$ cat config.mk
export PLATFORM = sky130hd
export DESIGN_NAME = semstall_top
export DESIGN_NICKNAME = d
export VERILOG_FILES = /design/src/rtl/semstall_pkg.sv /design/src/rtl/semstall_ctrl.sv /design/src/rtl/semstall_pairs.sv /design/src/rtl/semstall_top.sv
export SDC_FILE = /design/constraint.sdc
export NUM_CORES = 1
export LEC_CHECK = 0
export BUFFER_PORTS_ARGS = -buffer_cell sky130_fd_sc_hd__buf_2
export CAP_MARGIN = 20
export CORE_UTILIZATION = 56
export CTS_BUF_LIST = sky130_fd_sc_hd__clkbuf_16
export DETAILED_ROUTE_END_ITERATION = 8
export GPL_ROUTABILITY_DRIVEN = 0
export HOLD_SLACK_MARGIN = 0.05
export PLACE_DENSITY = 0.74
export SETUP_SLACK_MARGIN = 0.3
export SLEW_MARGIN = 20
export SYNTH_ARGS = -nofsm -noshare
export SYNTH_HDL_FRONTEND = slang
export SYNTH_HIERARCHICAL = 1
export SYNTH_SLANG_ARGS = --single-unit
$ cat constraint.sdc
create_clock -name clk -period 1.14 [get_ports clk]
set_input_delay 0.114 -clock clk [delete_from_list [all_inputs] [get_ports clk]]
set_output_delay 0.114 -clock clk [all_outputs]
set_load 0.03 [all_outputs]
$ cat src/rtl/semstall_pkg.sv
package semstall_pkg;
  localparam int ID_W = 5;

  typedef enum logic {
    KIND_ARM   = 1'b0,
    KIND_STALL = 1'b1
  } tokKind_e;

  // decoded, validated strobes from control to datapath
  typedef struct packed {
    logic            armEn;
    logic            stallEn;
    logic            cmdEn;
    logic [ID_W-1:0] fromId;
    logic [ID_W-1:0] toId;
    logic [ID_W-1:0] cmdTo;
  } semStrobe_t;
endpackage

$ cat src/rtl/semstall_ctrl.sv
module semstall_ctrl
  import semstall_pkg::*;
#(
  parameter int NUM_UNITS = 8,
  parameter int FE_ID     = 0
) (
  input  logic            clk,
  input  logic            rstN,
  input  logic            tokWrValid,
  input  logic            tokWrKind,
  input  logic [ID_W-1:0] tokFrom,
  input  logic [ID_W-1:0] tokTo,
  input  logic            cmdStallValid,
  input  logic [ID_W-1:0] cmdStallTo,
  output semStrobe_t      strobe,
  output logic            badPair
);
  logic tokOk, cmdOk, badNow;

  always_comb begin
    tokOk  = (int'(tokFrom) < NUM_UNITS) && (int'(tokTo) < NUM_UNITS) && (tokFrom != tokTo);
    cmdOk  = (int'(cmdStallTo) < NUM_UNITS) && (int'(cmdStallTo) != FE_ID);
    badNow = (tokWrValid && !tokOk) || (cmdStallValid && !cmdOk);

    strobe.armEn   = tokWrValid && tokOk && (tokWrKind == KIND_ARM);
    strobe.stallEn = tokWrValid && tokOk && (tokWrKind == KIND_STALL);
    strobe.cmdEn   = cmdStallValid && cmdOk;
    strobe.fromId  = tokFrom;
    strobe.toId    = tokTo;
    strobe.cmdTo   = cmdStallTo;
  end

  always_ff @(posedge clk or negedge rstN) begin
    if (!rstN) badPair <= 1'b0;
    else       badPair <= badNow;
  end
endmodule

$ cat src/rtl/semstall_pairs.sv
module semstall_pairs
  import semstall_pkg::*;
#(
  parameter int NUM_UNITS = 8,
  parameter int FE_ID     = 0
) (
  input  logic                 clk,
  input  logic                 rstN,
  input  semStrobe_t           strobe,
  input  logic [NUM_UNITS-1:0] unitDone,
  output logic [NUM_UNITS-1:0] unitHold
);
  localparam int PAIRS = NUM_UNITS * NUM_UNITS;

  logic [PAIRS-1:0]     waitMat;
  logic [NUM_UNITS-1:0] cmdWait;

  for (genvar f = 0; f < NUM_UNITS; f++) begin : g_from
    for (genvar t = 0; t < NUM_UNITS; t++) begin : g_to
      if (f != t) begin : g_pair
        logic armed, raised, waiting, hit, done;
        assign hit  = (int'(strobe.fromId) == f) && (int'(strobe.toId) == t);
        assign done = unitDone[t];

        always_ff @(posedge clk or negedge rstN) begin
          if (!rstN) begin
            armed   <= 1'b0;
            raised  <= 1'b0;
            waiting <= 1'b0;
          end else if (strobe.armEn && hit) begin
            armed   <= 1'b1;
            raised  <= 1'b0;
            waiting <= waiting && !done;
          end else if (strobe.stallEn && hit) begin
            if (raised || done) begin
              armed   <= 1'b0;
              raised  <= 1'b0;
              waiting <= 1'b0;
            end else begin
              waiting <= 1'b1;
            end
          end else if (done) begin
            if (waiting) begin
              waiting <= 1'b0;
              armed   <= 1'b0;
            end else if (armed) begin
              armed  <= 1'b0;
              raised <= 1'b1;
            end
          end
        end
        assign waitMat[f*NUM_UNITS+t] = waiting;
      end else begin : g_diag
        assign waitMat[f*NUM_UNITS+t] = 1'b0;
      end
    end
  end

  for (genvar t = 0; t < NUM_UNITS; t++) begin : g_cmd
    if (t != FE_ID) begin : g_live
      always_ff @(posedge clk or negedge rstN) begin
        if (!rstN)
          cmdWait[t] <= 1'b0;
        else if (strobe.cmdEn && int'(strobe.cmdTo) == t)
          cmdWait[t] <= !unitDone[t];
        else if (unitDone[t])
          cmdWait[t] <= 1'b0;
      end
    end else begin : g_self
      assign cmdWait[t] = 1'b0;
    end
  end

  for (genvar f = 0; f < NUM_UNITS; f++) begin : g_hold
    if (f == FE_ID) begin : g_fe
      assign unitHold[f] = (|waitMat[f*NUM_UNITS +: NUM_UNITS]) || (|cmdWait);
    end else begin : g_unit
      assign unitHold[f] = |waitMat[f*NUM_UNITS +: NUM_UNITS];
    end
  end
endmodule

$ cat src/rtl/semstall_top.sv
module semstall_top
  import semstall_pkg::*;
#(
  parameter int NUM_UNITS = 8,
  parameter int FE_ID     = 0
) (
  input  logic                 clk,
  input  logic                 rstN,
  input  logic                 tokWrValid,
  input  logic                 tokWrKind,
  input  logic [ID_W-1:0]      tokFrom,
  input  logic [ID_W-1:0]      tokTo,
  input  logic                 cmdStallValid,
  input  logic [ID_W-1:0]      cmdStallTo,
  input  logic [NUM_UNITS-1:0] unitDone,
  output logic [NUM_UNITS-1:0] unitHold,
  output logic                 badPair
);
  semStrobe_t strobe;

  semstall_ctrl #(.NUM_UNITS(NUM_UNITS), .FE_ID(FE_ID)) u_ctrl (
    .clk(clk), .rstN(rstN),
    .tokWrValid(tokWrValid), .tokWrKind(tokWrKind),
    .tokFrom(tokFrom), .tokTo(tokTo),
    .cmdStallValid(cmdStallValid), .cmdStallTo(cmdStallTo),
    .strobe(strobe), .badPair(badPair)
  );

  semstall_pairs #(.NUM_UNITS(NUM_UNITS), .FE_ID(FE_ID)) u_pairs (
    .clk(clk), .rstN(rstN), .strobe(strobe),
    .unitDone(unitDone), .unitHold(unitHold)
  );
endmodule

==> results of run 1 <==
-- cells in the mapped netlist, drive strengths merged --
cell,instances,area share (%)
a211oi,1,0.088
a21oi,110,6.5
a22oi,1,0.088
a311oi,1,0.10
a31o,1,0.10
a31oi,58,4.3
a41o,1,0.12
a41oi,3,0.31
and2,3,0.22
and3,4,0.29
and4,1,0.10
and4b,1,0.12
and4bb,1,0.15
buf,26,1.9
clkbuf,61,2.7
dfrtp,176,52
inv,72,3.2
nand2,15,0.66
nand2b,2,0.15
nand3,23,1.4
nand3b,3,0.26
nand4,7,0.52
nor2,96,4.2
nor2b,7,0.52
nor3,15,1.1
nor3b,3,0.44
nor4,11,0.99
nor4b,3,0.38
nor4bb,1,0.12
o2111a,2,0.26
o211a,1,0.12
o211ai,2,0.18
o21ai,99,5.8
o311ai,50,5.2
o31ai,4,0.35
o32ai,5,0.52
or2,1,0.074
or3,49,3.6
or3b,2,0.21
or4,6,0.53
xnor2,3,0.31
-- cell families after synthesis --
group / after synthesis / synth area share [%]
AOI/OAI and AO/OA: 339 / 24.0
and+or+nand+nor: 254 / 16.1
DFF: 176 / 51.8
buffers and inverters: 159 / 7.82
xor gates and xnor gates: 3 / 0.309
-- per-stage QoR --
step                      instances  setup TNS, ns  area (um2)  utilization (%)  worst slack (ns)
after CTS                      1333         -54.61       12800             87.0            -0.554
after detailed placement       1223        -129.86       10100             69.1            -0.927
after global placement         1223        -120.32       10100             69.1            -0.841
after floorplan                 931         -66.39        8920                -            -0.571
-- routing by layer --
metal	track usage (%)	GRT overflow
met5	25.4	0
met4	79.7	26
met3	65.2	0
met2	95.3	23
met1	80.7	0
-- timing repair --
item / 4_1_cts
hold buffers: 7
gates resized for setup: 301
cloned: 22
buffers inserted: 49
pin swaps: 95
endpoints found under the setup margin: 177
endpoints found under the hold margin: 183
==> metrics.md, run 1 <==
| Metric | Value |
|---|---|
| Run status | stopped before the end |
| Halt Stage | global routing (5_1_grt) |
| Tool Error | [ERROR GRT-0232] Routing congestion too high. Check the congestion heatmap in the GUI. |
| Cells after synthesis | 931 |
| Net Count, Synth | 959 |
| Starting Density | 57.8% |
| CTS Sinks | 176 |
| Worst_ep grt | unitHold[2] |
| Number of synthesized register bits | 176 |
| Worst endpoint type | top-level output |
| Yosys Warn Count | 6 |
| Root Driver | clkbuf_16 |
| Inserted Clock Buffers | 17 |
| Avg Cell Area, Syn | 9.13 um2 |
| GRT Residual Overflow | 49 |
| Die Wd | 125 um |
| DP HPWL | 18600 um |
| I/O pins | 37 |
| Largest net degree at the start of global routing | 42 |
| Clock buffer depth | 2 |
| Cell Area, Synth | 8500 um2 |
| Count of input and output buffers | 36 |
| Register area share after synthesis | 51.8% |
| GR Util All Layers | 79.7% |
| Distinct cell type count after synthesis | 50 |
| Number of H-tree levels | 4 |
| Row count | 44 |
| Chip Height | 125 um |
==> run 2, diff against run 1 <==
--- a/config.mk
+++ b/config.mk
@@ -7,13 +7,10 @@
 export LEC_CHECK = 0
 export BUFFER_PORTS_ARGS = -buffer_cell sky130_fd_sc_hd__buf_2
 export CAP_MARGIN = 20
-export CORE_UTILIZATION = 56
-export CTS_BUF_LIST = sky130_fd_sc_hd__clkbuf_16
+export CORE_UTILIZATION = 40
 export DETAILED_ROUTE_END_ITERATION = 8
 export GPL_ROUTABILITY_DRIVEN = 0
-export HOLD_SLACK_MARGIN = 0.05
-export PLACE_DENSITY = 0.74
-export SETUP_SLACK_MARGIN = 0.3
+export PLACE_DENSITY_LB_ADDON = 0.15
 export SLEW_MARGIN = 20
 export SYNTH_ARGS = -nofsm -noshare
 export SYNTH_HDL_FRONTEND = slang
==> constraint.sdc (replaced) <==
create_clock -name clk -period 1.48 [get_ports clk]
set_input_delay 0.148 -clock clk [delete_from_list [all_inputs] [get_ports clk]]
set_output_delay 0.148 -clock clk [all_outputs]
set_load 0.03 [all_outputs]
==> run 2 against run 1 <==
Against the previous run:
- area after synthesis unchanged
- the flow now finishes, with violations (negative setup slack)
- synthesized cell count is the same
==> metrics.md, run 2 <==
| Metric | Value |
|---|---|
| Root Driver | clkbuf_16 |
| Max Used Layer | met4 |
| Starting Density | 41.3% |
| Clk_lat worst skew | 0.44 ns |
| Net switching power | 2610 uW |
| Critical path class | flop to primary output |
| Async set or reset register ratio after synthesis | 100% |
| Largest registers | u_pairs/g_from.g_to.g_pair.armed x56, u_pairs/g_from.g_to.g_pair.raised x56, u_pairs/g_from.g_to.g_pair.waiting x56 |
| Distinct cell type count after synthesis | 50 |
| Crit-path max FO | 2 |
| CP max-delay cell | dfrtp_1 |
| Cell Chain, Critical Path | nor4_2 > buf_4 > nand4_1 > buf_6 |
| Failing checks | negative setup slack |
| Inserted Clock Buffers | 17 |
| Die Wd | 148 um |
| Net Count, Synth | 959 |
| Yosys top cell area share | 51.8% |
| Synth-to-layout area growth | 53.1% |
| Via count | 8458 |
| Chip Height | 148 um |
| Top cell type by total area after synthesis | dfrtp_1 |
| Count of input and output buffers | 36 |
| Number of H-tree levels | 4 |
| Leakage | 0.00511 uW |
| Count of pins over their slew limit | 0 |
| CP peak stage delay | 0.39 ns |
| Sw frac | 25.8% |
| TritonRoute pass-1 iters | 5 |
| Dpl cell area | 10100 um2 |
| GR Util All Layers | 27.2% |
| CP endpoint | unitHold[2] |
| Metal3 WL | 2070 um |
| GRT Residual Overflow | 0 |
| Layout net count | 1153 |
| Row count | 52 |
| Post-route ant nets | 0 |
| Clock power frac | 43.8% |
| First-pass GRT wire length | 45100 um |
| DR vias/cell | 6.01 |
| CTS tree | built |
| WL per Instance | 22.9 um |
| Vias in the first global route | 7930 |
| Fin crit share | 126% |
| Final worst slack | -0.385 ns |
| Clock buffer depth | 2 |
| Max-slew headroom | 54.1% |
| I/O pins | 37 |
| Drt total wl | 32300 um |
| Met2 wire len | 15600 um |
| PD cells | 775 nW/um2 |
| Setup violators final | 88 |
| Drt initial violations | 663 |
| Combinational Power Share | 8.3% |
| Commonest cells after routing, fill and taps aside | dfrtp_1 (176), buf_4 (152), nor2_1 (73), inv_1 (72), o21ai_1 (69) |
| Final Critical Period | 1.86 ns |
| Drt drc | 0 |
| Run status | finished, violations left |
| Max Cap Viol | 0 |
| Number of enable flip-flop cells after synthesis | 0 |
| DP HPWL | 18200 um |
| Hold Path Class | input port to flop |
| Worst-path clk slew | 0.07 ns |
| Layout Utilization | 63.3% |
| RR Startpoint | u_pairs/g_from[0].g_to[3].g_pair.raised$_DFFE_PN0P_ |
| Avg Cell Area, Syn | 9.13 um2 |
| CP startpoint kind | flop |
| RSZ-0062 raised after global routing | true |
| Cell-internal power | 7480 uW |
| Yosys Warn Count | 6 |
| Final Hold Viols | 0 |
| Worst Path Arrival | 1.72 ns |
| Peak VDD IR | 0.619 mV |
| Die Area | 21800 um2 |
| Core Region | 20600 um2 |
| Cell total after placement | 1303 |
| Critical Path RT | 1.33 ns |
| Largest net degree at the start of global routing | 44 |
| Number of synthesized register bits | 176 |
| Leading cell type in the layout, fill and taps excluded | dfrtp_1 |
| Worst slew pin tran | 0.687 ns |
| Register area share after synthesis | 51.8% |
| Final instance area | 13000 um2 |
| Crit path from | u_pairs/g_from[2].g_to[4].g_pair.waiting$_DFFE_PN0P_ |
| Cell Area, Synth | 8500 um2 |
| Synth area leaders | dfrtp_1 (52%), a21oi_1 (6.5%), a31oi_1 (4.3%), nor2_1 (4.2%), o21ai_0 (3.8%) |
| End of the worst register-to-register path | u_pairs/g_from[0].g_to[3].g_pair.waiting$_DFFE_PN0P_ |
| R2R depth | 2 |
| Hold slack | 0.00891 ns |
| Initial antenna violation count | 0 |
| Layout cell share with drive strength beyond 1 | 44.9% |
| Ys flop type | dfrtp_1 |
| Final Non-Filler Cells | 1407 |
| Worst slack, placed | -0.594 ns |
| FF-to-FF setup slack | 0.27 ns |
| Cell with the most instances after synthesis | dfrtp_1 |
| Sequential share of power | 47.9% |
| Clk_skew | 0.00588 ns |
| Most frequent cells after synthesis | dfrtp_1 (176), a21oi_1 (110), nor2_1 (96) |
| Max Fclk | 0.536 GHz |
| Met1 Wirelength | 13700 um |
| Cells after synthesis | 931 |
| CTS Sinks | 176 |
| Critical path endpoint category | primary output |
| N_diodes | 0 |
[run 2: cell counts after synthesis]
Identical to the previous run, type by type.
[run 2: worst max-delay path, delay by kind of cell (launching register included)]
kind                   cells  cell delay, ns
buffers and inverters      2            0.38
and+or+nand+nor            2            0.51
DFF                        1            0.39
[run 2: layer usage]
| metal | vias up | global-route usage, % |
|---|---|---|
| li1 | 3791 | - |
| met1 | 4268 | 38.1 |
| met2 | 328 | 43.3 |
| met3 | 71 | 4.94 |
| met4 | 0 | 7.37 |
| met5 | - | 0 |
[run 2: cell families (layout without fill, tap and decap cells)]
logic type                after synthesis  in the layout  share of synthesized area (%)
buffers and inverters                 159            359                           7.82
xor gates and xnor gates                3              3                          0.309
AOI/OAI and AO/OA                     339            339                           24.0
and+or+nand+nor                       254            260                           16.1
DFF                                   176            176                           51.8
[run 2: per-stage QoR]
step                power, uW  setup TNS (ns)
finish                  10100           -4.70
global placement         5580          -73.19
detailed placement       5580          -78.75
CTS                      9990           -1.61
floorplan                5180          -18.52
global route            10300          -13.80
[run 2: worst min-delay path by stage]
stage / start / slack, ns / to / depth (start not counted)
finish: unitDone[1] / 0.009 / u_pairs/g_from[3].g_to[1].g_pair.waiting$_DFFE_PN0P_ / 2
global route: unitDone[1] / 0.005 / u_pairs/g_from[3].g_to[1].g_pair.waiting$_DFFE_PN0P_ / 2
CTS: unitDone[1] / 0.02 / u_pairs/g_from[7].g_to[1].g_pair.waiting$_DFFE_PN0P_ / 2
detailed placement: rstN / 0.13 / u_pairs/cmdWait[7]$_DFFE_PN0P_ / 1
global placement: rstN / 0.12 / u_pairs/g_from[6].g_to[4].g_pair.raised$_DFFE_PN0P_ / 1
floorplan: rstN / -0.15 / u_ctrl/badPair$_DFF_PN0_ / 0
[run 2: power by group through the flow]
stage	Combinational, uW	Clock [uW]	Sequential [uW]
after floorplan	255	0	4930
after global placement	655	0	4930
after detailed placement	655	0	4930
after CTS	721	4430	4830
after global routing	876	4620	4830
final	834	4420	4830
[run 2: area by class of cell]
class	instances	area (um2)
repair buffers	256	2520
fillers	1620	7550
clock inverters	11	109
flip-flops and latches	176	4400
multi-input cells	602	4930
inverters	72	270
clock buffers	20	447
well taps	270	338
[run 2: timing repair]
item | in CTS | in global routing
resized for setup | 100 | 281
pin swaps | 35 | 102
hold buffers | 2 | 0
endpoints found under the hold margin | 37 | 0
setup endpoints to repair | 117 | 151
cloned | 6 | 12
setup buffers | 26 | 31
(Power assumes the default switching activity.)
